## src/rtl/cld_pkg.sv

```systemverilog
// Shared types and code functions for the line retirement controller.
// Assumes DATA_W data bits protected by PAR_W Hamming bits plus one
// overall parity bit at codeword bit 0; PAR_W must cover DATA_W+PAR_W+1.
package cld_pkg;
    localparam int DATA_W = 8;
    localparam int PAR_W  = 4;
    localparam int CODE_W = DATA_W + PAR_W + 1;

    typedef logic [DATA_W-1:0] data_t;
    typedef logic [CODE_W-1:0] code_t;

    typedef enum logic [1:0] {ST_IDLE, ST_SCRUB, ST_PURGE, ST_DELETE} rt_state_e;

    typedef struct packed {
        data_t data;
        logic  ce;
        logic  ue;
    } dec_t;

    // True for positions that hold a Hamming check bit
    function automatic logic is_pow2(input int pos);
        return (pos & (pos - 1)) == 0;
    endfunction

    // Build a codeword: data in non-power-of-two slots, checks, then parity
    function automatic code_t ecc_encode(input data_t d);
        code_t c;
        int    k;
        c = '0;
        k = 0;
        for (int pos = 1; pos < CODE_W; pos++) begin
            if (!is_pow2(pos)) begin
                c[pos] = d[k];
                k++;
            end
        end
        for (int p = 0; p < PAR_W; p++) begin
            for (int pos = 1; pos < CODE_W; pos++) begin
                if (!is_pow2(pos) && pos[p]) c[1 << p] = c[1 << p] ^ c[pos];
            end
        end
        c[0] = ^c[CODE_W-1:1];
        return c;
    endfunction

    // Decode: repair one bit, flag two-bit (or out-of-range) patterns
    function automatic dec_t ecc_decode(input code_t c);
        dec_t             r;
        code_t            f;
        logic [PAR_W-1:0] syn;
        int               k;
        syn = '0;
        for (int pos = 1; pos < CODE_W; pos++) begin
            if (c[pos]) syn = syn ^ pos[PAR_W-1:0];
        end
        f    = c;
        r.ce = 1'b0;
        r.ue = 1'b0;
        if (^c) begin
            if (int'(syn) < CODE_W) begin
                f[syn] = ~f[syn];
                r.ce   = 1'b1;
            end else begin
                r.ue = 1'b1;
            end
        end else if (syn != '0) begin
            r.ue = 1'b1;
        end
        r.data = '0;
        k = 0;
        for (int pos = 1; pos < CODE_W; pos++) begin
            if (!is_pow2(pos)) begin
                r.data[k] = f[pos];
                k++;
            end
        end
        return r;
    endfunction
endpackage

```

## src/rtl/cld_sat_counter.sv

```systemverilog
// Saturating event counter. Counts one per cycle with inc high and
// holds at all ones. Assumes at most one event per cycle.
module cld_sat_counter #(
    parameter int W = 16
) (
    input  logic         clk,
    input  logic         rst_n,
    input  logic         inc,
    output logic [W-1:0] count
);
    // Advance unless already at the ceiling
    always_ff @(posedge clk) begin
        if (!rst_n)                 count <= '0;
        else if (inc && ~&count)    count <= count + 1'b1;
    end
endmodule

```

## src/rtl/cld_way_select.sv

```systemverilog
// Way lookup and victim choice for one set. A hit needs tag match, valid
// and not retired. The victim is the lowest free live way, otherwise the
// lowest live way. Assumes the caller treats all_del as "no victim".
module cld_way_select #(
    parameter int WAYS  = 2,
    parameter int WAY_W = 1
) (
    input  logic [WAYS-1:0]  match_vec,
    input  logic [WAYS-1:0]  valid_vec,
    input  logic [WAYS-1:0]  del_vec,
    output logic             hit,
    output logic [WAY_W-1:0] hit_way,
    output logic             all_del,
    output logic [WAY_W-1:0] vic_way
);
    logic [WAY_W-1:0] live_way;
    logic [WAY_W-1:0] free_way;
    logic             free_any;

    // Priority-encode hit, first live way and first free live way
    always_comb begin
        hit      = 1'b0;
        hit_way  = '0;
        live_way = '0;
        free_way = '0;
        free_any = 1'b0;
        for (int w = WAYS - 1; w >= 0; w--) begin
            if (match_vec[w] && valid_vec[w] && !del_vec[w]) begin
                hit     = 1'b1;
                hit_way = w[WAY_W-1:0];
            end
            if (!del_vec[w]) live_way = w[WAY_W-1:0];
            if (!del_vec[w] && !valid_vec[w]) begin
                free_any = 1'b1;
                free_way = w[WAY_W-1:0];
            end
        end
        all_del = &del_vec;
        vic_way = free_any ? free_way : live_way;
    end
endmodule

```

## src/rtl/cld_retire_fsm.sv

```systemverilog
// Sequencer for the post-read actions: one cycle of rewrite after a repair,
// or an invalidate cycle followed by a retire cycle. Requests are taken
// only in idle. Assumes go_purge and go_scrub arrive only from idle.
module cld_retire_fsm
    import cld_pkg::*;
(
    input  logic      clk,
    input  logic      rst_n,
    input  logic      go_scrub,
    input  logic      go_purge,
    output rt_state_e state,
    output logic      ready
);
    // Step through the sequence; purge has priority over rewrite
    always_ff @(posedge clk) begin
        if (!rst_n) begin
            state <= ST_IDLE;
        end else begin
            case (state)
                ST_IDLE:   state <= go_purge ? ST_PURGE : (go_scrub ? ST_SCRUB : ST_IDLE);
                ST_PURGE:  state <= ST_DELETE;
                default:   state <= ST_IDLE;
            endcase
        end
    end

    // Accept requests only when no sequence runs
    always_comb ready = (state == ST_IDLE);
endmodule

```

## src/rtl/cld_line_retire.sv

```systemverilog
// Cache controller that retires lines at run time. Reads are decoded and
// repaired, per-line correction tallies drive retirement, unrepairable
// errors retire at once, and fully retired sets bypass to memory.
// Assumes a memory with combinational read and write on the clock edge.
module cld_line_retire
    import cld_pkg::*;
#(
    parameter int ADDR_W = 8,
    parameter int SETS   = 4,
    parameter int WAYS   = 2,
    parameter int CNT_W  = 16,
    localparam int SET_W = $clog2(SETS),
    localparam int WAY_W = (WAYS > 1) ? $clog2(WAYS) : 1,
    localparam int TAG_W = ADDR_W - SET_W
) (
    input  logic              clk,
    input  logic              rst_n,
    input  logic              thr_load,
    input  logic [1:0]        thr_value,
    input  logic              req_valid,
    input  logic              req_write,
    input  logic [ADDR_W-1:0] req_addr,
    input  logic [DATA_W-1:0] req_wdata,
    output logic              req_ready,
    output logic              rsp_valid,
    output logic [DATA_W-1:0] rsp_rdata,
    output logic              rsp_poison,
    output logic [ADDR_W-1:0] mem_rd_addr,
    input  logic [DATA_W-1:0] mem_rd_data,
    output logic              mem_wr_en,
    output logic [ADDR_W-1:0] mem_wr_addr,
    output logic [DATA_W-1:0] mem_wr_data,
    input  logic              flt_en,
    input  logic [SET_W-1:0]  flt_set,
    input  logic [WAY_W-1:0]  flt_way,
    input  logic [CODE_W-1:0] flt_mask,
    output logic [CNT_W-1:0]  cnt_ce,
    output logic [CNT_W-1:0]  cnt_ue,
    output logic [CNT_W-1:0]  cnt_del
);
    localparam int N_STAT = 3;

    code_t            arr_code [SETS][WAYS];
    logic [TAG_W-1:0] arr_tag  [SETS][WAYS];
    logic [1:0]       arr_cnt  [SETS][WAYS];
    logic [WAYS-1:0]  arr_vld  [SETS];
    logic [WAYS-1:0]  arr_dty  [SETS];
    logic [WAYS-1:0]  arr_del  [SETS];

    logic [SET_W-1:0]  set_idx;
    logic [TAG_W-1:0]  tag_in;
    logic [WAYS-1:0]   match_vec;
    logic              hit, all_del, hit_dirty, evict;
    logic [WAY_W-1:0]  hit_way, vic_way;
    dec_t              hit_dec;
    data_t             vic_data;
    logic [1:0]        cur_cnt, cnt_next, thr_q;
    logic              acc, rd_hit, wr_hit, miss, byp, ce_ev, ue_ev;
    logic              go_purge, go_scrub;
    rt_state_e         st;
    logic [SET_W-1:0]  tgt_set;
    logic [WAY_W-1:0]  tgt_way;
    logic [ADDR_W-1:0] tgt_addr;
    data_t             tgt_data;
    logic              tgt_wb;
    logic [N_STAT-1:0] ev_inc;
    logic [CNT_W-1:0]  ev_cnt [N_STAT];

    assign set_idx     = req_addr[SET_W-1:0];
    assign tag_in      = req_addr[ADDR_W-1:SET_W];
    assign mem_rd_addr = req_addr;

    // Tag comparators, one per way
    for (genvar w = 0; w < WAYS; w++) begin : g_match
        assign match_vec[w] = (arr_tag[set_idx][w] == tag_in);
    end

    cld_way_select #(.WAYS(WAYS), .WAY_W(WAY_W)) u_sel (
        .match_vec (match_vec),
        .valid_vec (arr_vld[set_idx]),
        .del_vec   (arr_del[set_idx]),
        .hit       (hit),
        .hit_way   (hit_way),
        .all_del   (all_del),
        .vic_way   (vic_way)
    );

    cld_retire_fsm u_fsm (
        .clk      (clk),
        .rst_n    (rst_n),
        .go_scrub (go_scrub),
        .go_purge (go_purge),
        .state    (st),
        .ready    (req_ready)
    );

    // Classify the accepted request and decode the addressed lines
    always_comb begin
        acc       = req_valid && req_ready;
        hit_dec   = ecc_decode(arr_code[set_idx][hit_way]);
        vic_data  = ecc_decode(arr_code[set_idx][vic_way]).data;
        hit_dirty = arr_dty[set_idx][hit_way];
        cur_cnt   = arr_cnt[set_idx][hit_way];
        cnt_next  = (cur_cnt == 2'b11) ? 2'b11 : cur_cnt + 2'd1;
        rd_hit    = acc && !req_write && hit;
        wr_hit    = acc && req_write && hit;
        miss      = acc && !hit && !all_del;
        byp       = acc && all_del;
        ce_ev     = rd_hit && hit_dec.ce;
        ue_ev     = rd_hit && hit_dec.ue;
        go_purge  = ue_ev || (ce_ev && (cnt_next >= thr_q));
        go_scrub  = ce_ev && !go_purge;
        evict     = miss && arr_vld[set_idx][vic_way] && arr_dty[set_idx][vic_way];
    end

    // Memory write source: purge writeback, bypass write, or dirty eviction
    always_comb begin
        mem_wr_en   = 1'b0;
        mem_wr_addr = req_addr;
        mem_wr_data = req_wdata;
        if (st == ST_PURGE) begin
            mem_wr_en   = tgt_wb;
            mem_wr_addr = tgt_addr;
            mem_wr_data = tgt_data;
        end else if (byp && req_write) begin
            mem_wr_en = 1'b1;
        end else if (evict) begin
            mem_wr_en   = 1'b1;
            mem_wr_addr = {arr_tag[set_idx][vic_way], set_idx};
            mem_wr_data = vic_data;
        end
    end

    // Line state: valid, dirty, retired and correction tally
    always_ff @(posedge clk) begin
        if (!rst_n) begin
            for (int s = 0; s < SETS; s++) begin
                arr_vld[s] <= '0;
                arr_dty[s] <= '0;
                arr_del[s] <= '0;
                for (int w = 0; w < WAYS; w++) arr_cnt[s][w] <= '0;
            end
        end else begin
            if (miss) begin
                arr_vld[set_idx][vic_way] <= 1'b1;
                arr_dty[set_idx][vic_way] <= req_write;
            end
            if (wr_hit) arr_dty[set_idx][hit_way] <= 1'b1;
            if (ce_ev)  arr_cnt[set_idx][hit_way] <= cnt_next;
            if (st == ST_PURGE) begin
                arr_vld[tgt_set][tgt_way] <= 1'b0;
                arr_dty[tgt_set][tgt_way] <= 1'b0;
            end
            if (st == ST_DELETE) arr_del[tgt_set][tgt_way] <= 1'b1;
        end
    end

    // Codeword and tag storage, with rewrite and fault injection
    always_ff @(posedge clk) begin
        if (miss) begin
            arr_code[set_idx][vic_way] <= ecc_encode(req_write ? req_wdata : mem_rd_data);
            arr_tag[set_idx][vic_way]  <= tag_in;
        end
        if (wr_hit) arr_code[set_idx][hit_way] <= ecc_encode(req_wdata);
        if (st == ST_SCRUB) arr_code[tgt_set][tgt_way] <= ecc_encode(tgt_data);
        if (flt_en) arr_code[flt_set][flt_way] <= arr_code[flt_set][flt_way] ^ flt_mask;
    end

    // Capture the line an error was found on, plus the limit register
    always_ff @(posedge clk) begin
        if (!rst_n) begin
            tgt_set  <= '0;
            tgt_way  <= '0;
            tgt_addr <= '0;
            tgt_data <= '0;
            tgt_wb   <= 1'b0;
            thr_q    <= 2'd2;
        end else begin
            if (ce_ev || ue_ev) begin
                tgt_set  <= set_idx;
                tgt_way  <= hit_way;
                tgt_addr <= req_addr;
                tgt_data <= hit_dec.data;
                tgt_wb   <= hit_dirty && !hit_dec.ue;
            end
            if (thr_load) thr_q <= thr_value;
        end
    end

    // Registered read response
    always_ff @(posedge clk) begin
        if (!rst_n) begin
            rsp_valid  <= 1'b0;
            rsp_rdata  <= '0;
            rsp_poison <= 1'b0;
        end else begin
            rsp_valid  <= acc && !req_write;
            rsp_poison <= ue_ev && hit_dirty;
            if (rd_hit && !(hit_dec.ue && !hit_dirty)) rsp_rdata <= hit_dec.data;
            else                                       rsp_rdata <= mem_rd_data;
        end
    end

    // Status counters: corrections, unrepairable errors, retirements
    assign ev_inc = {st == ST_DELETE, ue_ev, ce_ev};
    for (genvar i = 0; i < N_STAT; i++) begin : g_stat
        cld_sat_counter #(.W(CNT_W)) u_cnt (
            .clk   (clk),
            .rst_n (rst_n),
            .inc   (ev_inc[i]),
            .count (ev_cnt[i])
        );
    end
    assign cnt_ce  = ev_cnt[0];
    assign cnt_ue  = ev_cnt[1];
    assign cnt_del = ev_cnt[2];
endmodule

```

## config.mk

```make
export PLATFORM = sky130hd
export DESIGN_NAME = cld_line_retire
export DESIGN_NICKNAME = d
export VERILOG_FILES = /design/src/rtl/cld_pkg.sv /design/src/rtl/cld_sat_counter.sv /design/src/rtl/cld_way_select.sv /design/src/rtl/cld_retire_fsm.sv /design/src/rtl/cld_line_retire.sv
export SDC_FILE = /design/constraint.sdc
export NUM_CORES = 1
export LEC_CHECK = 0
export CAP_MARGIN = 20
export CORE_MARGIN = 5
export CORE_UTILIZATION = 45
export DETAILED_ROUTE_END_ITERATION = 7
export PLACE_DENSITY = 0.71
export SLEW_MARGIN = 20
export SYNTH_ARGS = -nofsm -noshare
export SYNTH_HDL_FRONTEND = slang
export SYNTH_SLANG_ARGS = --single-unit
```

## constraint.sdc

```tcl
create_clock -name clk -period 10.82 [get_ports clk]
set_input_delay 3.246 -clock clk [delete_from_list [all_inputs] [get_ports clk]]
set_output_delay 3.246 -clock clk [all_outputs]
set_load 0.005 [all_outputs]
```

==> flow_metrics.py, run 1 <==
metrics = {
    "placed_design": {
        "gp_congestion": 0.924,
        "port_buffers": 131,
        "hpwlAfterDp_mm": 31.2,
        "dpl_cell_area_um2": 18000,
        "dpl.cell_count": 2022,
    },
    "layout": {
        "area_delta_synth_final_pct": 15.8,
        "fillerInstances": 3073,
        "diodes": 0,
        "design_area_um2": 18900,
        "nets": 1646,
        "final_layout_size_suffix_gt1_frac": 0.127,
        "final_cells": 2078,
        "regArea_um2": 7370,
        "multi_input_area_um2": 8430,
    },
    "sta": {
        "maxSlewViolCount": 0,
        "slew_headroom": 0.313,
        "fin_crit_ns": 10.60,
        "grt_setup_unrepaired": "false",
        "fin_crit_sh": 0.979,
        "fin_tns_setup_ns": 0,
        "max_freq_mhz": 94.4,
        "hold_viol": 0,
        "clock_skew_ns": 0.0335,
        "worst_pin_slew_ns": 1.03,
        "finalSetupViolCount": 0,
    },
    "critical_path": {
        "path_cells": "buf_4, mux4_2, nor2b_1, o21bai_4, buf_4, mux2i_1, xnor3_1, xor2_1, nor2b_1, a21oi_1, a221o_1, a21o_1, clkdlybuf4s50_1",
        "worstPathRequired_ns": 7.57,
        "cp-start-kind": "input pin",
        "crit_path_end_kind": "primary output",
        "crit_slowest_cell": "mux4_2",
        "crit_type": "input pin to primary output",
        "critPathMaxFanout": 21,
        "critPathMaxStageDelay_ns": 0.57,
        "cp_data_arrival_time_ns": 7.35,
    },
    "pwr": {
        "pwr_density_cell_nw_per_um2": 155,
        "p_leak_uw": 0.00656,
        "ir_drop_mv": 0.130,
        "power_uw": 2920,
    },
    "yosys": {
        "ys.flop_type": "edfxtp_1",
        "yosysTopAreaCell": "edfxtp_1",
        "yosysWarningCount": 0,
        "synth.area.top_cells": "edfxtp_1 35%, dfxtp_1 9.8%, mux4_2 9.2%, mux2i_1 5.8%, xnor2_1 4.8%",
        "avgSynthCellArea_um2": 10.9,
        "synth_nets": 1558,
        "synth-seq-area-share": 0.451,
        "synth_area_um2": 16300,
        "synth.top_cell.area_share": 0.353,
        "synth_seq_cells": 272,
        "synth.distinct_cells": 84,
        "asyncSetResetFlopFracSynth": 0,
        "synth_edf_count": 192,
        "synthCells": 1505,
    },
    "cts": {
        "htreeDepth": 1,
        "tritoncts": "built",
        "cts-resized-gates": 0,
        "clk_latency_ns": 0.57,
        "cts_max_path_buffers": 3,
        "cts_setup_buffers": 0,
        "cts_num_sinks": 272,
        "cts_made_buffers": 30,
        "clk_pin_slew_ns": 0.06,
        "cts_hold_buf": 0,
        "cts-root-buf": "clkbuf_16",
    },
    "detailed_routing": {
        "drt-wirelength-per-cell_um": 21.2,
        "vias": 12304,
        "routed_wl_mm": 44.1,
        "drc": 0,
        "ant_nets": 0,
        "drt_iter0_markers": 1047,
        "first_pass_iters": 5,
        "via_per_inst": 5.92,
    },
    "grt": {
        "grt_pass1_vias": 11835,
        "antenna_found_initial": 0,
        "grt_max_degree": 78,
        "grt_pass1_wl_mm": 68.4,
        "grt_overflow": 0,
        "grt_usage": 0.210,
    },
    "floorplan": {
        "num_io_pins": 132,
        "core_area_um2": 35700,
        "dieWidth_um": 201,
        "die_area_um2": 40200,
        "die_height_um": 201,
        "initial_utilization": 0.457,
        "rows": 69,
    },
    "status": {
        "outcome": "complete, no violations",
    },
    "job": {
        "max-cap-violations": 0,
    },
    "worst_hold_path": {
        "hp-class": "flip-flop to flip-flop",
    },
}
==> worst max-delay path, delay by kind of cell <==
family,cells,cell delay (ns)
buffers and inverters,3,1.16
AOI/OAI and AO/OA,4,0.91
muxes,2,0.82
xor gates and xnor gates,2,0.75
and+or+nand+nor,2,0.42
==> worst paths after layout <==
kind	startpoint	endpoint	slack, ns	cells past startpoint
hold reg to reg	tgt_wb	tgt_wb	0.49	2
setup / recovery	req_addr[0]	mem_wr_data[5]	0.22	13
hold / removal	tgt_wb	tgt_wb	0.49	2
setup reg to reg	arr_tag[0][11]	arr_cnt[0][3]	5.99	10
==> where the power goes <==
group | internal [µW] | total [µW] | switching [µW]
combinational | 303 | 751 | 448
clock | 561 | 985 | 424
sequential | 1170 | 1190 | 16.1
==> cell usage after synthesis (7+ instances only) <==
cell	count
a211oi_1	10
nor3_1	16
nand2b_1	22
mux4_2	67
nor2b_1	9
buf_1	8
inv_1	19
nand4_1	22
buf_4	15
buf_2	9
dfxtp_1	80
edfxtp_1	192
mux2i_1	94
a21oi_1	55
o21ai_0	151
mux4_1	13
nand2_1	178
nand3_1	28
and2_1	8
xor2_1	41
xnor2_1	89
nor2_1	164
mux2_2	7
and3_1	20
clkbuf_1	59
==> metrics by stage <==
stage,setup slack (ns),hold slack [ns],util
6_report,0.222,0.487,0.529
5_1_grt,0.00250,0.501,0.529
4_1_cts,0.241,0.485,0.529
3_5_place_dp,0.247,0.458,0.502
3_3_place_gp,0.326,0.452,0.502
2_1_floorplan,1.20,0.435,-
==> placed cells by master (no fill, tap or decap), types with 55 or more instances in the layout <==
cell type / Yosys / routed
nor2_1: 164 / 158
o21ai_0: 151 / 142
mux2i_1: 94 / 94
a21oi_1: 55 / 55
mux4_2: 67 / 67
xnor2_1: 89 / 89
clkdlybuf4s50_1: 0 / 127
dfxtp_1: 80 / 80
nand2_1: 178 / 178
edfxtp_1: 192 / 192
==> registers in the layout (all words and copies together) (netlist names), 2 cells and up <==
signal and flops:
tgt_addr 7, arr_cnt 16, arr_dty 8, tgt_data 8, g_stat.u_cnt.count 48, rsp_rdata 8, arr_code 104, arr_vld 8
u_fsm.state 2, arr_tag 48, thr_q 2, arr_del 8
==> cells by family after synthesis <==
group / Yosys count / synth area share
simple gates: 504 / 0.143
mux: 183 / 0.178
fa+ha+maj: 9 / 0.00628
buf+inv: 121 / 0.0378
xor+xnor: 144 / 0.0880
compound gates: 272 / 0.0964
flops: 272 / 0.451
==> routing by layer <==
metal	GRT usage	share of wire
met3	0.0309	0.076
met2	0.346	0.47
met1	0.295	0.43
met4	0.0556	0.027
met5	0	0
==> final cells by class <==
type                            instances  area share
Clock buffer                           45      0.0464
Clock inverter                         11     0.00423
Inverter                               21     0.00417
Multi-Input combinational cell       1112       0.446
Sequential cell                       272       0.389
Tap cell                              461      0.0305
Timing Repair Buffer                  156      0.0796
Power figures use the tool's default switching activity.
==> inputs of run 2 (changes only) <==
ABC_AREA = 1   (was unset)
TNS_END_PERCENT = 1   (was unset)
==> run 2 against run 1 <==
Combinational power increased by 5.5%. Critical path type unchanged. Count of clock-buffer cells in the layout decreased by 4. Synthesized cell count rose by 47%. Routed wire length is 20% higher. Via count increased by 29%.
==> flow_metrics.py, run 2 <==
metrics = {
    "detailed_routing": {
        "via_per_inst": 5.61,
        "drc": 0,
        "vias": 15906,
        "drt-wirelength-per-cell_um": 18.7,
        "ant_nets": 0,
        "routed_wl_mm": 53.0,
        "first_pass_iters": 6,
        "drt_iter0_markers": 1692,
    },
    "worst_hold_path": {
        "hold_path_depth": 2,
        "hp-class": "flip-flop to flip-flop",
    },
    "critical_path": {
        "r2r_cells": 24,
        "crit_path_end_kind": "primary output",
        "crit_type": "input pin to primary output",
        "worstPathRequired_ns": 7.57,
        "cp-start-kind": "input pin",
        "cp_data_arrival_time_ns": 7.38,
        "critPathMaxFanout": 28,
    },
    "sta": {
        "layout_setup_ws_ns": 0.198,
        "max_freq_mhz": 94.1,
        "maxSlewViolCount": 0,
        "hold_viol": 0,
        "fin_crit_sh": 0.982,
        "worst_pin_slew_ns": 1.10,
        "finalSetupViolCount": 0,
        "fin_crit_ns": 10.62,
        "slew_headroom": 0.266,
        "clock_skew_ns": 0.0265,
        "grt_setup_unrepaired": "true",
    },
    "yosys": {
        "ys.flop_type": "edfxtp_1",
        "synth_edf_count": 192,
        "synthCells": 2218,
        "synth.top_cell.area_share": 0.350,
        "synth_seq_cells": 272,
        "asyncSetResetFlopFracSynth": 0,
        "synth_area_um2": 16500,
        "yosysWarningCount": 0,
        "synth_nets": 2271,
        "synth.area.top_cells": "edfxtp_1 35%, nand2_1 16%, dfxtp_1 9.7%, o21ai_0 6.3%, nor2_1 4.4%",
        "netlist_top_cells_count": "710 x nand2_1, 209 x o21ai_0, 194 x nor2_1",
        "synth.distinct_cells": 52,
        "synth.most_common_cell": "nand2_1",
        "synth-seq-area-share": 0.447,
        "yosysTopAreaCell": "edfxtp_1",
        "avgSynthCellArea_um2": 7.43,
    },
    "cts": {
        "cts_made_buffers": 31,
        "cts_max_path_buffers": 3,
        "htreeDepth": 1,
        "cts-root-buf": "clkbuf_16",
        "cts_num_sinks": 272,
        "tritoncts": "built",
        "clk_latency_ns": 0.58,
        "clk_pin_slew_ns": 0.05,
    },
    "placed_design": {
        "place_ws_ns": -0.234,
        "port_buffers": 131,
        "dpl.cell_count": 2780,
        "hpwlAfterDp_mm": 37.8,
        "gp_congestion": 0.941,
    },
    "layout": {
        "regArea_um2": 7370,
        "final_cell_mix": "710 x nand2_1, 196 x o21ai_0, 192 x nor2_1, 192 x edfxtp_1, 186 x inv_1",
        "top_register": "arr_code",
        "final_util": 0.536,
        "multi_input_area_um2": 7920,
        "final_common_cell": "nand2_1",
        "area_delta_synth_final_pct": 18.1,
        "largest_reg_flops": 104,
        "nets": 2400,
        "reg_top3": "arr_code (104), arr_tag (48), g_stat.u_cnt.count (48)",
        "final_layout_size_suffix_gt1_frac": 0.0705,
        "fillerInstances": 3389,
        "diodes": 0,
        "final_cells": 2836,
    },
    "floorplan": {
        "core_area_um2": 36300,
        "initial_utilization": 0.453,
        "die_height_um": 201,
        "num_io_pins": 132,
        "rows": 70,
        "die_area_um2": 40600,
        "dieWidth_um": 201,
    },
    "pwr": {
        "pwr_density_cell_nw_per_um2": 155,
        "power_uw": 3020,
        "p_leak_uw": 0.00802,
        "ir_drop_mv": 0.121,
    },
    "grt": {
        "antenna_found_initial": 0,
        "grt_pass1_wl_mm": 81.6,
        "grt_pass1_vias": 14982,
        "grt_usage": 0.249,
        "grt_overflow": 0,
        "grt_max_degree": 42,
    },
    "job": {
        "max-cap-violations": 0,
    },
    "status": {
        "outcome": "complete, no violations",
    },
}
[run 2: worst paths after layout]
| kind | startpoint | to | slack, ns |
|---|---|---|---|
| max | req_addr[0] | mem_wr_data[2] | 0.20 |
| min | g_stat[0].u_cnt.count[15] | g_stat[0].u_cnt.count[15] | 0.48 |
| max reg2reg | arr_del[3][1] | tgt_addr[7] | 6.31 |
| min reg2reg | g_stat[0].u_cnt.count[15] | g_stat[0].u_cnt.count[15] | 0.48 |
[run 2: logic make-up after synthesis]
kind of cell / Yosys count / synth area share
and+or+nand+nor: 1097 / 0.274
buffers and inverters: 301 / 0.0758
xor gates and xnor gates: 89 / 0.0477
muxes: 1 / 0.000607
adders and majority gates: 5 / 0.00380
AOI/OAI and AO/OA: 453 / 0.151
DFF: 272 / 0.447
[run 2: area by class of cell]
| cell class | instances | share of cell area |
|---|---|---|
| clock buffer | 41 | 0.0430 |
| sequential | 272 | 0.378 |
| timing repair buffer | 193 | 0.0943 |
| inverter | 204 | 0.0395 |
| clock inverter | 13 | 0.00759 |
| tap | 468 | 0.0301 |
| multi-input combinational | 1645 | 0.407 |
[run 2: layer usage]
metal  GRT usage  routed length (µm)  up-vias
li1            -                   -     7627
met4       0.105                2400        0
met5           0                   0        -
met1       0.318               20900     7368
met3      0.0311                4250      151
met2       0.430               25500      760
[run 2: per-stage QoR]
step           instance area (µm²)  hold slack (ns)  setup TNS (ns)
6_report                     19500            0.482               0
2_1_floorplan                16500            0.447               0
4_1_cts                      19400            0.477               0
5_1_grt                      19500            0.506          -0.262
3_5_place_dp                 18400            0.464           -1.72
3_3_place_gp                 18400            0.470           -1.49
[run 2: power by group]
group	switching [µW]	total [µW]	leakage [µW]	internal (µW)
Sequential	16.5	1190	0.00245	1180
Clock	426	1040	0.000483	611
Combinational	533	792	0.00509	259
Total	976	3020	0.00802	2040
[run 2: worst max-delay path: stages]
cell	delay, ns
dlygate4sd2_1	0.34
buf_4	0.19
nor2_2	0.17
buf_12	0.23
inv_2	0.15
buf_4	0.20
o21ai_1	0.38
nand2_1	0.09
o21ai_1	0.24
xnor2_1	0.20
nand3_1	0.18
nand3_1	0.12
nand2_1	0.16
buf_4	0.21
a31oi_1	0.30
a21oi_4	0.10
nand3_1	0.10
nand2_1	0.06
a21oi_1	0.15
clkdlybuf4s50_1	0.53
[run 2: what timing repair did]
| action | in CTS | in global routing |
|---|---|---|
| hold buffers | 0 | 0 |
| gates resized for setup | 9 | 4 |
| hold endpoints to repair | 0 | 0 |
| pin swaps | 0 | 1 |
| setup endpoints to repair | 8 | 8 |
| setup buffers | 0 | 1 |
